$ cat src/rtl/oneshot_pkg.sv
package oneshot_pkg;
  typedef enum logic {
    EDGE_RISE = 1'b0,
    EDGE_FALL = 1'b1
  } edge_e;

  localparam int unsigned DEF_CNT_W  = 16;
  localparam int unsigned DEF_STAGES = 2;
endpackage

$ cat src/rtl/oneshot_sync.sv
module oneshot_sync #(
  parameter int unsigned STAGES = 2
) (
  input  logic clk,
  input  logic rst_n,
  input  logic din,
  output logic lvl,
  output logic lvl_prev,
  output logic ready
);
  localparam int unsigned WARM = STAGES + 1;

  logic [STAGES-1:0] chain;
  logic              prev_r;
  logic [WARM-1:0]   warm;

  genvar g;
  generate
    for (g = 0; g < STAGES; g++) begin : g_stage
      if (g == 0) begin : g_first
        always_ff @(posedge clk) begin
          if (!rst_n) chain[g] <= 1'b0;
          else        chain[g] <= din;
        end
      end else begin : g_next
        always_ff @(posedge clk) begin
          if (!rst_n) chain[g] <= 1'b0;
          else        chain[g] <= chain[g-1];
        end
      end
    end
  endgenerate

  always_ff @(posedge clk) begin
    if (!rst_n) begin
      prev_r <= 1'b0;
      warm   <= '0;
    end else begin
      prev_r <= chain[STAGES-1];
      warm   <= {warm[WARM-2:0], 1'b1};
    end
  end

  assign lvl      = chain[STAGES-1];
  assign lvl_prev = prev_r;
  assign ready    = warm[WARM-1];
endmodule

$ cat src/rtl/oneshot_edge.sv
module oneshot_edge
  import oneshot_pkg::*;
(
  input  logic  lvl,
  input  logic  lvl_prev,
  input  logic  ready,
  input  edge_e sel,
  output logic  fire
);
  logic rise, fall;

  always_comb begin
    rise = lvl & ~lvl_prev;
    fall = ~lvl & lvl_prev;
    fire = 1'b0;
    if (ready) begin
      unique case (sel)
        EDGE_RISE: fire = rise;
        EDGE_FALL: fire = fall;
        default:   fire = 1'b0;
      endcase
    end
  end
endmodule

$ cat src/rtl/oneshot_timer.sv
module oneshot_timer #(
  parameter int unsigned CNT_W = 16
) (
  input  logic             clk,
  input  logic             rst_n,
  input  logic             fire,
  input  logic             clear,
  input  logic             retrig_en,
  input  logic [CNT_W-1:0] width,
  output logic             active
);
  logic [CNT_W-1:0] remain;
  logic [CNT_W-1:0] reload;
  logic             last;

  always_comb begin
    reload = (width == '0) ? '0 : width - 1'b1;
    last   = (remain == '0);
  end

  always_ff @(posedge clk) begin
    if (!rst_n) begin
      active <= 1'b0;
      remain <= '0;
    end else if (clear) begin
      active <= 1'b0;
      remain <= '0;
    end else if (!active) begin
      if (fire) begin
        active <= 1'b1;
        remain <= reload;
      end
    end else if (fire && retrig_en) begin
      remain <= reload;
    end else if (last) begin
      active <= 1'b0;
    end else begin
      remain <= remain - 1'b1;
    end
  end
endmodule

$ cat src/rtl/oneshot_pulse.sv
module oneshot_pulse
  import oneshot_pkg::*;
#(
  parameter int unsigned CNT_W  = DEF_CNT_W,
  parameter int unsigned STAGES = DEF_STAGES
) (
  input  logic             clk,
  input  logic             rst_n,
  input  logic             trig_in,
  input  logic             edge_sel,
  input  logic             retrig_en,
  input  logic [CNT_W-1:0] width_cyc,
  input  logic             clear,
  output logic             pulse_q,
  output logic             pulse_qn
);
  logic  lvl, lvl_prev, ready, fire, active;
  edge_e sel;

  assign sel = edge_e'(edge_sel);

  oneshot_sync #(.STAGES(STAGES)) u_sync (
    .clk(clk), .rst_n(rst_n), .din(trig_in),
    .lvl(lvl), .lvl_prev(lvl_prev), .ready(ready)
  );

  oneshot_edge u_edge (
    .lvl(lvl), .lvl_prev(lvl_prev), .ready(ready), .sel(sel), .fire(fire)
  );

  oneshot_timer #(.CNT_W(CNT_W)) u_timer (
    .clk(clk), .rst_n(rst_n), .fire(fire), .clear(clear),
    .retrig_en(retrig_en), .width(width_cyc), .active(active)
  );

  assign pulse_q  = active;
  assign pulse_qn = ~active;
endmodule

$ cat config.mk
export PLATFORM = sky130hd
export DESIGN_NAME = oneshot_pulse
export DESIGN_NICKNAME = d
export VERILOG_FILES = /design/src/rtl/oneshot_pkg.sv /design/src/rtl/oneshot_sync.sv /design/src/rtl/oneshot_edge.sv /design/src/rtl/oneshot_timer.sv /design/src/rtl/oneshot_pulse.sv
export SDC_FILE = /design/constraint.sdc
export NUM_CORES = 1
export LEC_CHECK = 0
export BUFFER_PORTS_ARGS = -buffer_cell sky130_fd_sc_hd__buf_4
export CORE_AREA = 2 2 63 65
export CTS_BUF_LIST = sky130_fd_sc_hd__clkbuf_4
export DETAILED_ROUTE_END_ITERATION = 16
export DIE_AREA = 0 0 65 67
export GPL_ROUTABILITY_DRIVEN = 0
export SLEW_MARGIN = 5
export SYNTH_ARGS = -nofsm -noshare
export SYNTH_HDL_FRONTEND = slang
export SYNTH_SLANG_ARGS = --single-unit
$ cat constraint.sdc
create_clock -name clk -period 4.8 [get_ports clk]
set_clock_uncertainty 0.1 [all_clocks]
set_input_delay 0.96 -clock clk [delete_from_list [all_inputs] [get_ports clk]]
set_output_delay 0.96 -clock clk [all_outputs]
set_load 0.01 [all_outputs]
After elaboration in Yosys (flattened, before gate mapping)
Cells that the tools add are included.
Widths: inputs -> output; s select.
- logic and storage cells: 35
- input port bits: 22
- register bits after elaboration: 23
- output and inout bits: 2
- bitwise gates (word level): 7
- reductions and logical operators: 6
- multiplexer cells: 12
- equal/unequal tests: 1
- $add $sub $neg: 2
- operator list (kind ; count):
    $mux 16 ; 5
    $logic_not 16->1 ; 2
    $sub 16x1->16 const B ; 2
    $mux 1 ; 6
    $not 1->1 ; 5
    $ne 3x3->1 const B ; 1
    $and 1x1->1 ; 2
    $pmux 1 s2 ; 1
    $reduce_and 2->1 ; 1
    $reduce_bool 2->1 ; 1
    $reduce_or 2->1 ; 1
    $logic_and 1x1->1 ; 1

Logic depth before layout (Yosys ltp)
Gate-level depths: netlist of run 1.
- depth after elaboration: 7
- gate-level depth with buffers: 9

Modules after synthesis
From an unflattened synthesis of run 1, not the netlist that was laid out.
- cells, all modules: 197
- area, all modules: 1629.1 µm²
- modules (own cells, without submodules) (module ; cells an instance ; area an instance (µm²) ; times used):
    oneshot_timer ; 182 ; 1450.1 ; 1
    oneshot_sync ; 11 ; 151.4 ; 1
    oneshot_edge ; 3 ; 23.8 ; 1
    oneshot_pulse ; 1 ; 3.8 ; 1

Least setup slack after synthesis of run 1
OpenSTA, ideal clock, no wires.
- path kind: input port to flip-flop
- start point: in width_cyc[0]
- end point: reg u_timer.remain[13]
- arrival time: 2.389 ns
- required time: 4.583 ns
- cell stages on the path: 8
- setup slack: 2.193 ns
- setup time: 0.117 ns
- path through: inv_1 ha_1 nor3b_2 nand3_1 nor2_1 clkbuf_1 o32ai_1 a32o_1
- longest elaborated chain between the ends: 4
- elaborated cells on any way between the ends: 6
- ends and longest elaborated chain (item ; RTL line ; source):
    from (decl) ; oneshot_pulse.sv:12 ; input logic [CNT_W-1:0] width_cyc,
    $sub 16x1->16 or $logic_not 16->1 (tied branches) ; oneshot_timer.sv:17 ; reload = (width == '0) ? '0 : width - 1'b1;
    $mux 16 * ; oneshot_timer.sv:17 ;
    $mux 16, on equally long branches ; oneshot_timer.sv:29, oneshot_timer.sv:33 ;
    $mux 16 * ; oneshot_timer.sv:28 ; end else if (!active) begin
    to (signal assigned) ; oneshot_timer.sv:31 ; remain <= reload;
    to (signal assigned) ; oneshot_timer.sv:34 ; remain <= reload;
    to (signal assigned) ; oneshot_timer.sv:38 ; remain <= remain - 1'b1;
    to (decl) ; oneshot_timer.sv:12 ; logic [CNT_W-1:0] remain;
Every way passes the cells marked *; elsewhere a longest branch is shown, timed or not. The select of a mux whose other input is x is not followed.
A chain may end at the register's enable or synchronous reset.

Worst setup path after layout of run 1
Ends and elaborated chain as after synthesis.

==> results.py, run 1 <==
metrics = {
    "timing": {
        "finalWorstPathRequiredPeriod_ps": 2870,
        "summed_negative_setup_slack_over_all_endpoints_ps": 0,
        "final.period_utilization": 0.599,
        "max-slew-margin-rel": 0.148,
        "timing.final.max_slew_violations": 0,
        "timing.fmax_mhz": 348,
        "timing.final.setup_violations": 0,
        "finalHoldViolations": 0,
        "rsz_0062_raised_after_global_routing": "false",
        "timing.final.ws_setup_ps": 1930,
        "tightest_slew_ps": 1280,
    },
    "setup_path": {
        "critical_path_depth": 8,
        "timing.critical_path.slowest_cell_delay_ps": 710,
        "critPathLaunch": "width_cyc[0]",
        "path_cells": "buf_4, inv_1, ha_1, nor3b_2, nand3_1, nor2_1, o32ai_1, a32o_1",
        "cp.required_ps": 4930,
        "critPathBufInv": 2,
        "timing.setup.critical_path_class": "in2reg",
        "worstSetupEndpoint": "u_timer.remain[13]",
        "worst_r2r_endpoint": "u_timer.remain[5]",
        "r2r_slack_ps": 2130,
        "setup.worst_path.end_class": "register",
        "timing.critical_path.from_type": "primary input",
        "cpLargestDelayFamily": "simple AND/OR/NAND/NOR gates",
        "crit_slowest_cell": "sky130_fd_sc_hd__nor2_1",
        "worstPathMaxFanout": 13,
        "worstPathArrival_ps": 3000,
        "timing.rr.start": "u_timer.remain[0]",
        "r2r_cells": 8,
    },
    "synth": {
        "synth_top_area_cell": "sky130_fd_sc_hd__dfxtp_1",
        "synth_top_cells_by_area": "sky130_fd_sc_hd__dfxtp_1 28%, sky130_fd_sc_hd__a32o_1 8.0%, sky130_fd_sc_hd__o21ai_0 4.3%",
        "synth-warning-count": 0,
        "ys.flop_type": "sky130_fd_sc_hd__dfxtp_1",
        "synth-seq-area-share": 0.285,
        "synth-xor-area-share": 0.0541,
        "postSynthRegisterBits": 23,
        "async_flop_share": 0,
        "syn-num-nets": 217,
        "synth_edf_count": 0,
        "synth_adder_area_share": 0.0232,
        "synthesis.area_per_instance_um2": 8.43,
        "synthesis.area_um2": 1620,
        "synth_largest_type_area_fraction": 0.285,
        "yosys-mux-area-fraction": 0.0186,
        "post_synth_inst_count": 192,
        "synth_top_family_by_area": "simple AND/OR/NAND/NOR gates",
        "synth_compound_area_frac": 0.249,
        "post_synth_and_or_nand_nor_area_fraction": 0.308,
        "synth_cell_type_count": 48,
    },
    "place": {
        "instance_count_after_placement_with_tap_cells_included": 252,
        "hpwl_um": 3070,
        "dp_slack_ps": 1570,
        "numPortBuffers": 23,
    },
    "clock_network": {
        "clock-sinks": 23,
        "clk_root_buffer_cell": "sky130_fd_sc_hd__clkbuf_4",
        "clock_insertion_delay_worst_skew_ps": 320,
        "ctsHtreeMaxLevel": 1,
        "clk_pin_slew_ps": 120,
        "post_cts_resized": 0,
        "cts_made_buffers": 3,
        "post_cts.repair.setup_buffers": 0,
        "cts_max_path_bufs": 2,
        "cts_hold_buffers": 0,
        "cts_tree": "built",
    },
    "power": {
        "power-per-cell-area_nw_per_um2": 189,
        "switching_fraction_of_total_power": 0.250,
        "vdd_ir_drop_max_uv": 136,
        "power.internal_mw": 0.257,
        "clock_power_share": 0.282,
        "overall_power_consumption_mw": 0.342,
        "p_leak_nw": 0.696,
        "reported_net_switching_power_mw": 0.0857,
        "pwr-share-comb": 0.150,
        "share_seq_of_total_power": 0.568,
    },
    "cells_and_area": {
        "area_delta_synth_final_pct": 12.3,
        "antenna_cells_inserted": 0,
        "post_route_cells_drive_above_1_share": 0.196,
        "design.final.nets": 235,
        "finalNonFillerCells": 257,
    },
    "floorplanning": {
        "die_outline_width_um": 65,
        "placeableCoreArea_um2": 3610,
        "fp-row-count": 22,
        "initial_utilization": 0.449,
        "io_pins": 24,
        "die_h_um": 67,
        "die-area_um2": 4360,
    },
    "global_routing": {
        "grt_util_all_layers": 0.209,
        "grt_first_pass_wirelength_um": 7000,
        "first_global_vias": 1504,
        "grt_max_degree": 21,
        "grt.overflow.total": 0,
        "antenna_found_initial": 0,
    },
    "drt": {
        "dr_vias": 1555,
        "dr.first_iter.drc_count": 98,
        "route.antenna.remaining_nets": 0,
        "wl_per_cell_um": 16.3,
        "remaining_drc_errors": 0,
        "vias_per_inst": 6.05,
        "firstDrtPassIters": 4,
        "wl_final_um": 4190,
    },
    "worst_hold_path": {
        "holdCritPathClass": "reg2reg",
    },
    "run_status": {
        "run_status": "completed",
    },
    "flow_run": {
        "cap_violations": 0,
    },
}
## worst min-delay path by stage
stage | startpoint | to | depth (start not counted)
finish | u_sync.chain[0] | u_sync.lvl | 1
global route | u_sync.chain[0] | u_sync.lvl | 1
CTS | u_sync.chain[0] | u_sync.lvl | 1
detailed placement | u_sync.chain[0] | u_sync.lvl | 1
global placement | u_sync.warm[0] | u_sync.warm[1] | 1
floorplan | u_sync.chain[0] | u_sync.lvl | 1
## per-stage QoR
stage	util	cell area (µm²)	hold slack, ps
finish	0.504	1820	350
global route	0.504	1820	368
CTS	0.502	1810	354
detailed placement	0.493	1780	323
global placement	0.493	1780	323
floorplan	-	1620	312
## cells in the mapped netlist (all sizes together) (6+ instances only)
master  count
nor2       13
xor2        7
nor3        8
nand2       9
a32o       13
o31ai       6
nand3       8
nor4        6
clkbuf      8
inv         6
dfxtp      23
o21ai      14
and2        7
## cell type report
class,count,area (µm²)
clock buffers,4,30.0
fillers,364,1790
inverters,6,22.5
multi-input cells,151,1060
flip-flops and latches,23,460
well taps,48,60.1
repair buffers,25,188
## flip-flops by register name, indices dropped and copies added (netlist names)
register / flops
u_sync.chain: 1
u_sync.lvl: 1
u_timer.remain: 16
u_sync.warm: 3
u_sync.lvl_prev: 1
u_timer.active: 1
## routing by layer
layer / part of all wire / GRT usage / up-vias
li1: - / - / 772
met1: 0.49 / 0.287 / 721
met2: 0.45 / 0.334 / 57
met3: 0.052 / 0.0236 / 5
met4: 0.010 / 0.0851 / 0
met5: 0 / 0 / -
## cells in the final DEF (no fill, tap or decap), drive strengths merged, types with 3 or more instances in the layout
master / netlist / final
dfxtp: 23 / 23
o31ai: 6 / 6
nor3b: 3 / 3
inv: 6 / 6
o21ai: 14 / 14
nor3: 8 / 8
ha: 3 / 3
nand4: 5 / 5
a32o: 13 / 13
nand3: 8 / 8
or3b: 3 / 3
or3: 5 / 5
xnor2: 3 / 3
a21oi: 3 / 3
o211ai: 3 / 3
or2: 5 / 5
clkbuf: 8 / 4
buf: 4 / 25
nor4: 6 / 6
nor2: 13 / 13
xor2: 7 / 7
mux2i: 3 / 3
o32ai: 5 / 5
nand2: 9 / 9
and2: 7 / 7
## logic make-up (layout without fill, tap and decap cells)
group | after synthesis | after routing
compound gates | 53 | 53
mux | 3 | 3
fa+ha+maj | 3 | 3
flops | 23 | 23
buf+inv | 18 | 35
simple gates | 82 | 82
xor+xnor | 10 | 10
## power by group through the flow
stage               sequential [mW]  combinational, mW  clock (mW)
finish                        0.195             0.0514      0.0965
global placement              0.199             0.0495           0
CTS                           0.195             0.0511      0.0988
detailed placement            0.199             0.0507           0
global route                  0.195             0.0570       0.109
floorplan                     0.198             0.0254           0
Power figures use the tool's default switching activity.
==> run 2: changes to the inputs <==
Settings changed: PLACE_DENSITY from default to 0.67.
Clock period 4.8 ns to 2.59 ns, I/O delays scaled along.
==> run 2 against run 1 <==
Combinational power up 94%. First-iteration DRC count down 9.2%. Highest routed layer unchanged. Critical endpoint is now u_timer.remain[14]. Cell count up 2.3%. Largest power group unchanged. Setup slack worse by 1700 ps. Via count up 5.3%.
==> results.py, run 2 (synthesized netlist as in run 1, its figures left out) <==
metrics = {
    "floorplanning": {
        "initial_utilization": 0.449,
        "fp-row-count": 22,
        "die_h_um": 67,
        "io_pins": 24,
        "die_outline_width_um": 65,
        "placeableCoreArea_um2": 3610,
        "die-area_um2": 4360,
    },
    "clock_network": {
        "cts_hold_buffers": 0,
        "ctsHtreeMaxLevel": 1,
        "cts_tree": "built",
        "post_cts_resized": 0,
        "clock-sinks": 23,
        "clk_pin_slew_ps": 120,
        "cts_made_buffers": 3,
        "post_cts.repair.setup_buffers": 0,
        "clock_insertion_delay_worst_skew_ps": 320,
        "cts_max_path_bufs": 2,
        "clk_root_buffer_cell": "sky130_fd_sc_hd__clkbuf_4",
    },
    "global_routing": {
        "antenna_found_initial": 0,
        "grt_util_all_layers": 0.209,
        "grt_first_pass_wirelength_um": 6970,
        "first_global_vias": 1489,
        "grt_max_degree": 20,
        "grt.overflow.total": 0,
    },
    "cells_and_area": {
        "leading_cell_type_in_the_layout_fill_and_taps_excluded": "sky130_fd_sc_hd__buf_4",
        "number_of_flip_flops_in_the_largest_register": 16,
        "post_route_cells_drive_above_1_share": 0.219,
        "fill_cells": 350,
        "area_delta_synth_final_pct": 14.9,
        "antenna_cells_inserted": 0,
        "layout.cells.most_common_list": "31 x sky130_fd_sc_hd__buf_4, 23 x sky130_fd_sc_hd__dfxtp_1, 14 x sky130_fd_sc_hd__o21ai_0, 13 x sky130_fd_sc_hd__nor2_1, 13 x sky130_fd_sc_hd__a32o_1",
        "largest_register": "u_timer.remain",
        "largestRegisters": "u_timer.remain x16, u_sync.warm x3",
        "design.final.nets": 241,
    },
    "timing": {
        "final.period_utilization": 0.919,
        "timing.final.setup_violations": 0,
        "finalHoldViolations": 0,
        "timing.final.max_slew_violations": 0,
        "fin_worst_hold_slack_ps": 228,
        "tightest_slew_ps": 617,
        "summed_negative_setup_slack_over_all_endpoints_ps": 0,
        "rsz_0062_raised_after_global_routing": "false",
        "timing.fmax_mhz": 420,
        "finalWorstPathRequiredPeriod_ps": 2380,
        "max-slew-margin-rel": 0.588,
    },
    "drt": {
        "met2_length_um": 2030,
        "wl_per_cell_um": 16.3,
        "route.antenna.remaining_nets": 0,
        "wl_final_um": 4290,
        "wl_met1_um": 1920,
        "vias_per_inst": 6.22,
        "dr.first_iter.drc_count": 89,
        "firstDrtPassIters": 4,
        "remaining_drc_errors": 0,
        "maxUsedRoutingLayer": "met4",
        "dr_vias": 1637,
        "wire_length_on_met3_um": 183,
    },
    "setup_path": {
        "cp.required_ps": 2720,
        "cpLargestDelayFamily": "simple AND/OR/NAND/NOR gates",
        "critPathBufInv": 1,
        "timing.critical_path.from_type": "register",
        "worstPathMaxFanout": 5,
        "worstPathArrival_ps": 2510,
        "timing.setup.critical_path_class": "reg2reg",
        "setup.worst_path.end_class": "register",
        "path_cells": "inv_1, ha_1, or3b_2, or4_4, nor4b_2, a32oi_1, o211a_1",
        "timing.critical_path.slowest_cell_delay_ps": 490,
        "crit_slowest_cell": "sky130_fd_sc_hd__or3b_2",
    },
    "worst_hold_path": {
        "holdCritPathClass": "in2reg",
    },
    "power": {
        "p_leak_nw": 0.727,
        "vdd_ir_drop_max_uv": 261,
        "power-per-cell-area_nw_per_um2": 338,
    },
    "place": {
        "hpwl_um": 3180,
        "numPortBuffers": 23,
    },
    "flow_run": {
        "cap_violations": 0,
    },
    "run_status": {
        "run_status": "completed",
    },
}
==> run 2: cell type report <==
type | instances | area (µm²) | share of cell area
Clock buffer | 3 | 22.5 | 0.0121
Tap cell | 48 | 60.1 | 0.0323
Multi-Input combinational cell | 151 | 1060 | 0.568
Sequential cell | 23 | 460 | 0.248
Inverter | 6 | 22.5 | 0.0121
Timing Repair Buffer | 31 | 233 | 0.125
Clock inverter | 1 | 5.00 | 0.00269
==> run 2: through the flow <==
| step | cell area, µm² | setup slack [ps] | power (mW) | util | instances |
|---|---|---|---|---|---|
| global placement | 1830 | 342 | 0.463 | 0.508 | 259 |
| floorplan | 1620 | 395 | 0.415 | - | 192 |
| global route | 1860 | 102 | 0.665 | 0.516 | 263 |
| detailed placement | 1830 | 251 | 0.467 | 0.508 | 259 |
| finish | 1860 | 211 | 0.629 | 0.516 | 263 |
| CTS | 1860 | 229 | 0.637 | 0.516 | 263 |
==> run 2: worst reg2reg max path, cell delays in order (launching register included) <==
cell,delay (ps)
sky130_fd_sc_hd__dfxtp_1,360
sky130_fd_sc_hd__inv_1,110
sky130_fd_sc_hd__ha_1,200
sky130_fd_sc_hd__or3b_2,490
sky130_fd_sc_hd__or4_4,460
sky130_fd_sc_hd__nor4b_2,260
sky130_fd_sc_hd__a32oi_1,90
sky130_fd_sc_hd__o211a_1,230
==> run 2: worst paths after layout <==
kind	from	cells after the start	endpoint	slack, ps
worst max-delay path	u_timer.remain[0]	7	u_timer.remain[14]	210
worst min-delay path	rst_n	1	u_sync.warm[0]	230
worst max register to register	u_timer.remain[0]	7	u_timer.remain[14]	210
worst min register to register	u_sync.warm[1]	1	u_sync.warm[2]	360
==> run 2: power by group <==
group / switching [mW] / internal (mW) / leakage (nW)
Clock: 0.111 / 0.0580 / 0.0177
Sequential: 0.00221 / 0.359 / 0.187
Combinational: 0.0501 / 0.0496 / 0.523
==> run 2: layer usage <==
layer  global-route usage  up-vias
met5                    0        -
met4                0.122        0
met3               0.0236       13
met2                0.354       62
met1                0.254      774
li1                     -      788
